$ cat config.mk
export PLATFORM = sky130hd
export DESIGN_NAME = card_bus_framer
export DESIGN_NICKNAME = d
export VERILOG_FILES = /design/src/rtl/card_bus_framer.sv
export SDC_FILE = /design/constraint.sdc
export NUM_CORES = 1
export LEC_CHECK = 0
export ABC_AREA = 1
export BUFFER_PORTS_ARGS = -buffer_cell sky130_fd_sc_hd__buf_4
export CORE_UTILIZATION = 59
export DETAILED_ROUTE_END_ITERATION = 8
export PLACE_DENSITY = 0.82
export SETUP_SLACK_MARGIN = 0.15
export SYNTH_ARGS = -nofsm -noshare
export SYNTH_HDL_FRONTEND = slang
export SYNTH_SLANG_ARGS = --single-unit
$ cat constraint.sdc
create_clock -name clk -period 3.99 [get_ports clk]
set_input_delay 0.399 -clock clk [delete_from_list [all_inputs] [get_ports clk]]
set_output_delay 0.399 -clock clk [all_outputs]
set_load 0.005 [all_outputs]
$ cat src/rtl/card_bus_framer.sv
module card_bus_framer #(
  parameter int SYNC_STAGES = 2,
  parameter int BYTE_W      = 8
) (
  input  logic              clk,
  input  logic              rst_n,
  input  logic              line_rst,
  input  logic              line_clk,
  input  logic              line_io,
  input  logic              cond_mask,
  output logic              sym_stb,
  output logic [2:0]        sym_code,
  output logic              bit_stb,
  output logic              bit_val,
  output logic              byte_stb,
  output logic [BYTE_W-1:0] byte_data
);
  localparam int CW = (BYTE_W > 1) ? $clog2(BYTE_W) : 1;
  localparam logic [CW-1:0] LAST = CW'(BYTE_W - 1);
  localparam logic [2:0] C_RESET = 3'd1, C_INTR = 3'd2, C_START = 3'd3,
                         C_STOP  = 3'd4, C_BIT  = 3'd5;

  logic [SYNC_STAGES-1:0] sy_r, sy_c, sy_d;
  logic p_r, p_c, p_d;
  logic clk_half, clk_full, open_q, smp;
  logic [BYTE_W-1:0] acc;
  logic [CW-1:0] cnt;

  wire s_r = sy_r[SYNC_STAGES-1];
  wire s_c = sy_c[SYNC_STAGES-1];
  wire s_d = sy_d[SYNC_STAGES-1];
  wire r_rise = s_r & ~p_r;
  wire r_fall = ~s_r & p_r;
  wire c_rise = s_c & ~p_c;
  wire c_fall = ~s_c & p_c;
  wire d_edge = s_d ^ p_d;
  wire cond_ok = s_c & p_c & ~cond_mask & d_edge;
  wire [BYTE_W-1:0] nxt = {smp, acc[BYTE_W-1:1]};

  always_ff @(posedge clk) begin
    if (!rst_n) begin
      sy_r <= '0; sy_c <= '0; sy_d <= '0;
      p_r <= 1'b0; p_c <= 1'b0; p_d <= 1'b0;
    end else begin
      sy_r <= {sy_r[SYNC_STAGES-2:0], line_rst};
      sy_c <= {sy_c[SYNC_STAGES-2:0], line_clk};
      sy_d <= {sy_d[SYNC_STAGES-2:0], line_io};
      p_r <= s_r; p_c <= s_c; p_d <= s_d;
    end
  end

  always_ff @(posedge clk) begin
    if (!rst_n) begin
      sym_stb <= 1'b0; sym_code <= '0; bit_stb <= 1'b0; bit_val <= 1'b0;
      byte_stb <= 1'b0; byte_data <= '0;
      clk_half <= 1'b0; clk_full <= 1'b0; open_q <= 1'b0; smp <= 1'b0;
      acc <= '0; cnt <= '0;
    end else begin
      sym_stb <= 1'b0; bit_stb <= 1'b0; byte_stb <= 1'b0;
      if (r_rise) begin
        clk_half <= 1'b0; clk_full <= 1'b0; open_q <= 1'b0; cnt <= '0;
      end else if (r_fall) begin
        sym_stb  <= 1'b1;
        sym_code <= clk_full ? C_RESET : C_INTR;
        open_q   <= 1'b0; cnt <= '0;
      end else if (s_r) begin
        if (c_rise) clk_half <= 1'b1;
        if (c_fall && clk_half) clk_full <= 1'b1;
      end else if (c_rise) begin
        open_q <= 1'b1; smp <= s_d; bit_stb <= 1'b1; bit_val <= s_d;
      end else if (c_fall) begin
        open_q <= 1'b0;
        if (open_q) begin
          acc <= nxt; sym_stb <= 1'b1; sym_code <= C_BIT;
          if (cnt == LAST) begin
            byte_stb <= 1'b1; byte_data <= nxt; cnt <= '0;
          end else begin
            cnt <= cnt + 1'b1;
          end
        end else begin
          cnt <= '0;
        end
      end else if (cond_ok) begin
        sym_stb  <= 1'b1;
        sym_code <= s_d ? C_STOP : C_START;
        open_q   <= 1'b0; cnt <= '0;
      end
    end
  end

  AST_RST_BLOCKS: assert property (@(posedge clk) disable iff (!rst_n)
    $past(s_r && p_r) |-> !byte_stb && !(sym_stb && sym_code >= C_START));
  AST_RST_AT_FALL: assert property (@(posedge clk) disable iff (!rst_n)
    (sym_stb && sym_code <= C_INTR) |-> $past(p_r && !s_r));
  AST_BIT_NEEDS_OPEN: assert property (@(posedge clk) disable iff (!rst_n)
    (sym_stb && sym_code == C_BIT) |-> $past(open_q && c_fall));
  AST_MASK_COND: assert property (@(posedge clk) disable iff (!rst_n)
    $past(cond_mask) |-> !(sym_stb && (sym_code == C_START || sym_code == C_STOP)));
  AST_BYTE_WITH_BIT: assert property (@(posedge clk) disable iff (!rst_n)
    byte_stb |-> sym_stb && sym_code == C_BIT);
endmodule

# --- Yosys cells after proc, flatten, opt, wreduce, memory -nomap -nowiden ---
# Cells that the tools add are included.
word_totals:
  register_bits: 38
  in_bits: 6
  out_inout_bits: 15
  elab_cells: 80
op_classes:
  add_sub_neg: 1
  eq_ne: 4
  mux: 23
  bitwise: 19
  reduce_logical: 16
ops:
  columns: ["operator", "n"]
  rows:
  - ["3-bit 2-to-1 mux", 11]
  - ["1-bit 2-to-1 mux", 11]
  - ["1-bit inverter", 11]
  - ["3-bit AND reduction", 3]
  - ["1-bit bitwise AND", 7]
  - ["7-bit AND reduction", 1]
  - ["7-bit OR reduction", 1]
  - ["6-bit AND reduction", 1]
  - ["3-bit nonzero test", 2]
  - ["5-bit AND reduction", 1]
  - ["4-bit AND reduction", 1]
  - ["4-bit OR reduction", 1]
  - ["3-bit by 1-bit adder with 3-bit output, second input constant", 1]
  - ["3-bit equality test, second input constant", 1]
  - ["3-bit inequality test, second input constant", 1]
  - ["3-bit OR reduction", 1]
  - ["2-bit 2-to-1 mux", 1]
  - ["2-bit by 1-bit inequality test with 1-bit output, second input constant", 1]
  - ["2-bit inequality test, second input constant", 1]
  - ["2-bit AND reduction", 1]
  - ["2-bit nonzero test", 1]
  - ["2-bit OR reduction", 1]
  - ["1-bit logical AND", 1]
  - ["1-bit XOR", 1]

# --- Depth between registers and ports, before layout ---
# Gate-level depths: netlist of the first run.
depth:
  word_depth: 8
  depth_mapped: 10
  depth_no_buf: 10

# --- Least setup slack after synthesis of the first run ---
# No wires, ideal clock.
synth_timing:
  path_type: "register to register"
  from: "register sy_r[1]"
  to: "register byte_data[7]"
  setup_ns: 0.113
  arrival_time_ns: 1.488
  t_required_ns: 3.877
  path_slack_ns: 2.389
  path_stages_with_launch: 10
  n_path_buf: 1
  period_less_slack_ns: 1.601
  cell_sequence: "dfxtp_1 > inv_1 > ha_1 > buf_4 > nor2_8 > nand2_8 > nor2_8 > inv_4 > o21ai_1 > nor2_1"
synth_via:
  elab_chain_len: 4
  word_cells_on_any_way: 6
  classes_between: "5 x bitwise; 1 x reduce/logical"
synth_rtl:
  columns: ["element", "line_no", "source"]
  rows:
  - ["start, declared", "23", "logic [SYNC_STAGES-1:0] sy_r, sy_c, sy_d;"]
  - ["start signal, assigned", "45", "sy_r <= {sy_r[SYNC_STAGES-2:0], line_rst};"]
  - ["1-bit inverter (no source line)", null, null]
  - ["1-bit bitwise AND", "33", "wire r_fall = ~s_r & p_r;"]
  - ["1-bit inverter (no source line)", null, null]
  - ["7-bit AND reduction (no source line) *", null, null]
  - ["end signal, assigned", "55", "byte_stb <= 1'b0; byte_data <= '0;"]
  - ["end signal, assigned", "76", "byte_stb <= 1'b1; byte_data <= nxt; cnt <= '0;"]
  - ["end, declared", "16", "output logic [BYTE_W-1:0] byte_data"]
# Every way passes the cells marked *; elsewhere a longest branch is shown, timed or not.
# A chain may end at the register's enable or synchronous reset.

# --- Worst setup path after layout of the first run ---
layout_timing:
  from: "register sy_r[1]"
  to: "register sym_code[2]"
layout_via:
  elab_chain_len: 4
  word_cells_on_any_way: 10
  classes_between: "3 x eq/ne; 1 x mux; 4 x bitwise; 2 x reduce/logical"
layout_rtl:
  columns: ["element", "line_no", "source"]
  rows:
  - ["1-bit inverter (no source line)", null, null]
  - ["1-bit bitwise AND", "33", null]
  - ["3-bit inequality test (no source line) (tied with other cells)", null, null]
  - ["5-bit AND reduction (no source line)", null, null]
  - ["end signal, assigned", "64", "sym_code <= clk_full ? C_RESET : C_INTR;"]
  - ["end signal, assigned", "85", "sym_code <= s_d ? C_STOP : C_START;"]
  - ["end, declared", "12", "output logic [2:0] sym_code,"]
# Several ways; a longest one is shown, not always the timed one.

==> impl_metrics.ini, run 1 <==
[clocking]
cts_resized = 0
cts_buffers = 5
clk_pin_slew_ns = 0.10
cts-root-buf = clkbuf_4
cts_tree = yes
post_cts_buffers = 0
cts_sinks = 37
cts_htree_levels = 2
clock_path_buffers = 2
clock_latency_ns = 0.35
hold_buffers = 0

[power]
ir_drop_uv = 344.0
p_sw_w = 0.0001540
clkPwrFrac = 0.351
p_leak_nw = 0.8831
intPower_w = 0.0004931
power_switching_share = 0.2380
total_power_w = 0.0006471
seqPwrFrac = 0.587
combPwrFrac = 0.062
cellPowerDensity_nw_per_um2 = 364.5

[global_routing]
grt_overflow_total = 0
met2_usage = 0.4198
antenna_found_initial = 0
grt_max_degree = 24
use_met1 = 0.2518
grt_pass1_wl_um = 4698
top_usage_layer = met2
grtUsageMet3 = 0.06322
grt_use_total = 0.2380
first_global_vias = 1159

[yosys]
ys_seq_area_frac = 0.4833
synthTopCellsByCount = dfxtp_1, nand2_1, inv_1
synth_area_um2 = 1533
syn_nets = 207
synth_top_area_cell = dfxtp_1
ys_warn_count = 0
synthArstFlopShare = 0
syn-instance-count = 194
synth.distinct_cells = 22
ys.flop_type = dfxtp_1
synth_edf_count = 0
synth_top_area_frac = 0.4833
avgSynthCellArea_um2 = 7.901
netlist_top_cells_area = dfxtp_1, nand2_1, inv_1
ys_seq_elements = 37

[worst_setup_path]
startpoint_type = flop
worstPathMaxFanout = 8
cp_data_required_time_ns = 4.24
cp_slowest_stage_delay_ns = 0.42
cpMaxStageDelayCell = ha_1
end_kind = flop
path_common_cell = nor2_1
critPathKind = flop to flop
startpoint = sy_r[1]
cp_data_arrival_time_ns = 2.12
r2r_start = sy_r[1]
path_cells = inv_1 > ha_1 > nor2_1 > a21oi_1 > nand4_1 > nor2_1 > nor2_1

[timing]
slew_headroom = 0.7230
final-hold-violation-count = 0
clock_skew_ns = 0.007105
finalMaxSlewViolations = 0
fin_crit_sh = 0.4687
setup_viol = 0
layout_min_cycle_time_ns = 1.870
fmax_mhz = 534.7
setup-tns-final_ns = 0
tightest_slew_ns = 0.4155
rsz0062_at_grt = false

[finish]
drive_gt1_frac = 0.1598
fin_nets = 231
areaGrowthSynthToFinish_pct = 15.84
stdcell_area_um2 = 1775
n_antenna_cell = 0

[floorplanning]
die_area_um2 = 2806
core_area_um2 = 2455
die_w_um = 52.97
die_h_um = 52.97
start_util = 0.6244
rows = 18
io-pin-count = 21

[drt]
via_per_inst = 5.096
wirelength_um = 2866
vias = 1269
route.detailed.drc = 0
ant_nets = 0
routedWlPerCell_um = 11.51
drt_iter0_drc = 22
drtPass1Iterations = 4

[placed_design]
post-dp-hpwl_um = 2135
dpl-instance-area_um2 = 1705
portBuffers = 20
gp_congestion = 0.9146

[min_path]
hp-start = line_rst
hold_path.class = input port to flop

[run_status]
status = finished clean

[job]
max_cap_violations = 0
-- placed cells by master (no fill, tap or decap), types with 2 or more instances in the layout --
| cell type | count |
|---|---|
| nor2_1 | 29 |
| nand3_1 | 11 |
| inv_1 | 30 |
| nor4_1 | 2 |
| a21oi_1 | 16 |
| clkbuf_8 | 2 |
| o21ai_1 | 3 |
| dfxtp_1 | 37 |
| clkbuf_4 | 5 |
| buf_4 | 20 |
| ha_1 | 7 |
| o21ai_0 | 8 |
| nand2_1 | 37 |
| nor2_8 | 2 |
-- through the flow --
stage               setup WS, ns    util  std cells  hold WS, ns
finish                     2.120  0.7232        249       0.2225
global route               1.981  0.7232        249       0.2296
CTS                        2.145  0.7232        249       0.2163
detailed placement         2.175  0.6947        241       0.4064
global placement           2.302  0.6947        241       0.4002
floorplan                  2.389       -        194       0.3905
-- routing by layer --
metal	vias to the layer above	share of wire
li1	658	-
met1	579	0.43
met2	23	0.51
met3	9	0.038
met4	0	0.023
met5	-	0
-- flip-flops by register name, indices dropped and copies added (netlist names), 2 cells and up --
signal,count
sy_r,2
sy_c,2
acc,7
byte_data,8
cnt,3
sym_code,3
sy_d,2
-- worst max-delay path, delay by kind of cell (launching register included) --
family | cells | cell delay, ns
buffers and inverters | 1 | 0.13
AOI/OAI and AO/OA | 1 | 0.16
DFF | 1 | 0.41
and+or+nand+nor | 4 | 0.66
adders and majority gates | 1 | 0.42
-- layout make-up --
type                    count  area [um^2]
multi-input cells         121        645.6
inverters                  33        131.4
clock inverters             1        5.005
fillers                   190        679.4
repair buffers             20        150.1
flip-flops and latches     37        740.7
well taps                  30        37.54
clock buffers               7        65.06
-- final timing paths --
kind | cells past startpoint | slack [ns] | to
max reg2reg | 7 | 2.12 | sym_code[2]
min reg2reg | 2 | 0.43 | sy_c[1]
min | 3 | 0.22 | sy_r[0]
max | 7 | 2.12 | sym_code[2]
-- power groups by stage --
stage | combinational (W) | clock (W) | sequential, W
2_1_floorplan | 0.0000263 | 0 | 0.000388
3_3_place_gp | 0.0000384 | 0 | 0.000388
3_5_place_dp | 0.0000402 | 0 | 0.000388
4_1_cts | 0.0000404 | 0.000228 | 0.000380
5_1_grt | 0.0000456 | 0.000239 | 0.000381
6_report | 0.0000403 | 0.000227 | 0.000380
-- logic make-up (layout without fill, tap and decap cells) --
group           after synthesis  after routing  share of synthesized area
buf+inv                      36             61                    0.09552
fa+ha+maj                     7              7                    0.05714
flops                        37             37                     0.4833
simple gates                 86             86                     0.2710
compound gates               28             28                    0.09306
No activity file was read; power rests on OpenSTA's default activity.
==> run 2: changes to the inputs <==
CORE_UTILIZATION = 50   (was 59)
PLACE_DENSITY = 0.74   (was 0.82)
clock period = 1.6 ns   (was 3.99 ns; I/O delays follow)
==> impl_metrics.ini, run 2 (synthesis results as in run 1) <==
[worst_setup_path]
cp_data_arrival_time_ns = 1.75
startpoint_type = flop
cp_data_required_time_ns = 1.86
critPathKind = flop to flop
end_kind = flop
worstPathMaxFanout = 8
r2r_cells = 9

[timing]
tightest_slew_ns = 0.2641
rsz0062_at_grt = true
fmax_mhz = 674.0
finalMaxSlewViolations = 0
clock_skew_ns = 0.01259
setup_viol = 0
slew_headroom = 0.8223
hold_ws_ns = 0.1338
final-hold-violation-count = 0
layout_min_cycle_time_ns = 1.484
fin_crit_sh = 0.9273

[drt]
drt_iter0_drc = 47
ant_nets = 0
routedWlPerCell_um = 12.68
drtPass1Iterations = 6
route.detailed.drc = 2
vias = 1332
wirelength_um = 3386
via_per_inst = 4.989

[run_status]
violations = design-rule violations
status = complete, but fails checks

[floorplanning]
start_util = 0.5418
core_area_um2 = 2829
die_area_um2 = 3291
die_w_um = 57.37
rows = 19
die_h_um = 57.37
io-pin-count = 21

[min_path]
hold_path_depth = 3
hold_path.class = input port to flop

[finish]
n_antenna_cell = 0
final_common_cell = nand2_1
fin_nets = 249
instances_no_fill = 267
drive_gt1_frac = 0.3051
fill_cells = 220
largestRegisters = byte_data: 8 flops, acc: 7 flops
largest_reg_flops = 8
mostFrequentLayoutCells = nand2_1, dfxtp_1, buf_4
areaGrowthSynthToFinish_pct = 33.22
regMostFlops = byte_data

[power]
p_leak_nw = 0.9556
ir_drop_uv = 695.2
cellPowerDensity_nw_per_um2 = 760.6

[clocking]
cts_tree = yes
clk_pin_slew_ns = 0.11
cts_htree_levels = 2
clock_path_buffers = 2
clock_latency_ns = 0.35
cts-root-buf = clkbuf_4
cts_buffers = 5
cts_sinks = 37

[placed_design]
portBuffers = 20
post-dp-hpwl_um = 2188
gp_congestion = 0.8859
dp_cells = 246

[global_routing]
grt_use_total = 0.2152
antenna_found_initial = 0
grt_pass1_wl_um = 5306
grt_overflow_total = 0
first_global_vias = 1211
grt_max_degree = 24

[job]
max_cap_violations = 0
run 2: cell types whose count changed in the layout (fill, tap and decap cells not counted), sizes merged:
cell	before	now
buf	20	34
nor2	32	33
clkbuf	7	6
clkinv	2	3
dlygate4sd3	0	3
inv	32	31
run 2: layout make-up:
class,instances,area (um^2),share of cell area
sequential,37,753.2,0.3689
inverter,33,138.9,0.06801
timing repair buffer,37,297.8,0.1458
multi-input combinational,122,763.2,0.3738
clock buffer,6,41.29,0.02022
tap,31,38.79,0.01900
clock inverter,1,8.758,0.004289
run 2: path summary, 6_finish.rpt:
path                 from  slack, ns            to
setup / recovery  sy_r[1]       0.12  byte_data[6]
hold / removal      rst_n       0.13       sy_r[1]
setup reg to reg  sy_r[1]       0.12  byte_data[6]
hold reg to reg   sy_r[0]       0.42       sy_r[1]
run 2: power breakdown:
group | total, W | leakage, nW | switching (W) | internal, W
Combinational | 0.000133 | 0.625 | 0.0000727 | 0.0000607
Sequential | 0.000946 | 0.303 | 0.0000123 | 0.000934
Clock | 0.000474 | 0.0283 | 0.000307 | 0.000167
run 2: timing repair:
action,4_1_cts,5_1_grt
resized for setup,4,29
gates cloned,1,0
hold buffers,3,0
setup endpoints to repair,11,16
hold endpoints to repair,3,0
pin swaps,5,15
buffers inserted,4,6
run 2: critical path, cell delays in order, from the launching register on:
cell and delay (ns):
dfxtp_4 0.39, inv_4 0.04, ha_4 0.19, buf_12 0.13
nor2_8 0.11, nand2_8 0.09, nor2_8 0.18, inv_8 0.08
o21ai_1 0.13, nor2_1 0.05
run 2: stage by stage:
| step | utilization | cell area (um^2) | total power [W] | worst slack, ns | setup TNS, ns |
|---|---|---|---|---|---|
| CTS | 0.6687 | 1892 | 0.001548 | 0.1353 | 0 |
| global route | 0.7218 | 2042 | 0.001611 | -0.007994 | -0.007994 |
| finish | 0.7218 | 2042 | 0.001553 | 0.1164 | 0 |
| detailed placement | 0.6214 | 1758 | 0.001076 | 0.04497 | 0 |
| floorplan | - | 1558 | 0.001035 | 0.1520 | 0 |
| global placement | 0.6214 | 1758 | 0.001071 | 0.04296 | 0 |
run 2: metal layers:
layer	up-vias	routed length (um)	GRT usage
li1	691	-	-
met1	591	1514	0.2722
met2	44	1574	0.3405
met3	6	226	0.07029
met4	0	71	0.08362
met5	-	0	0
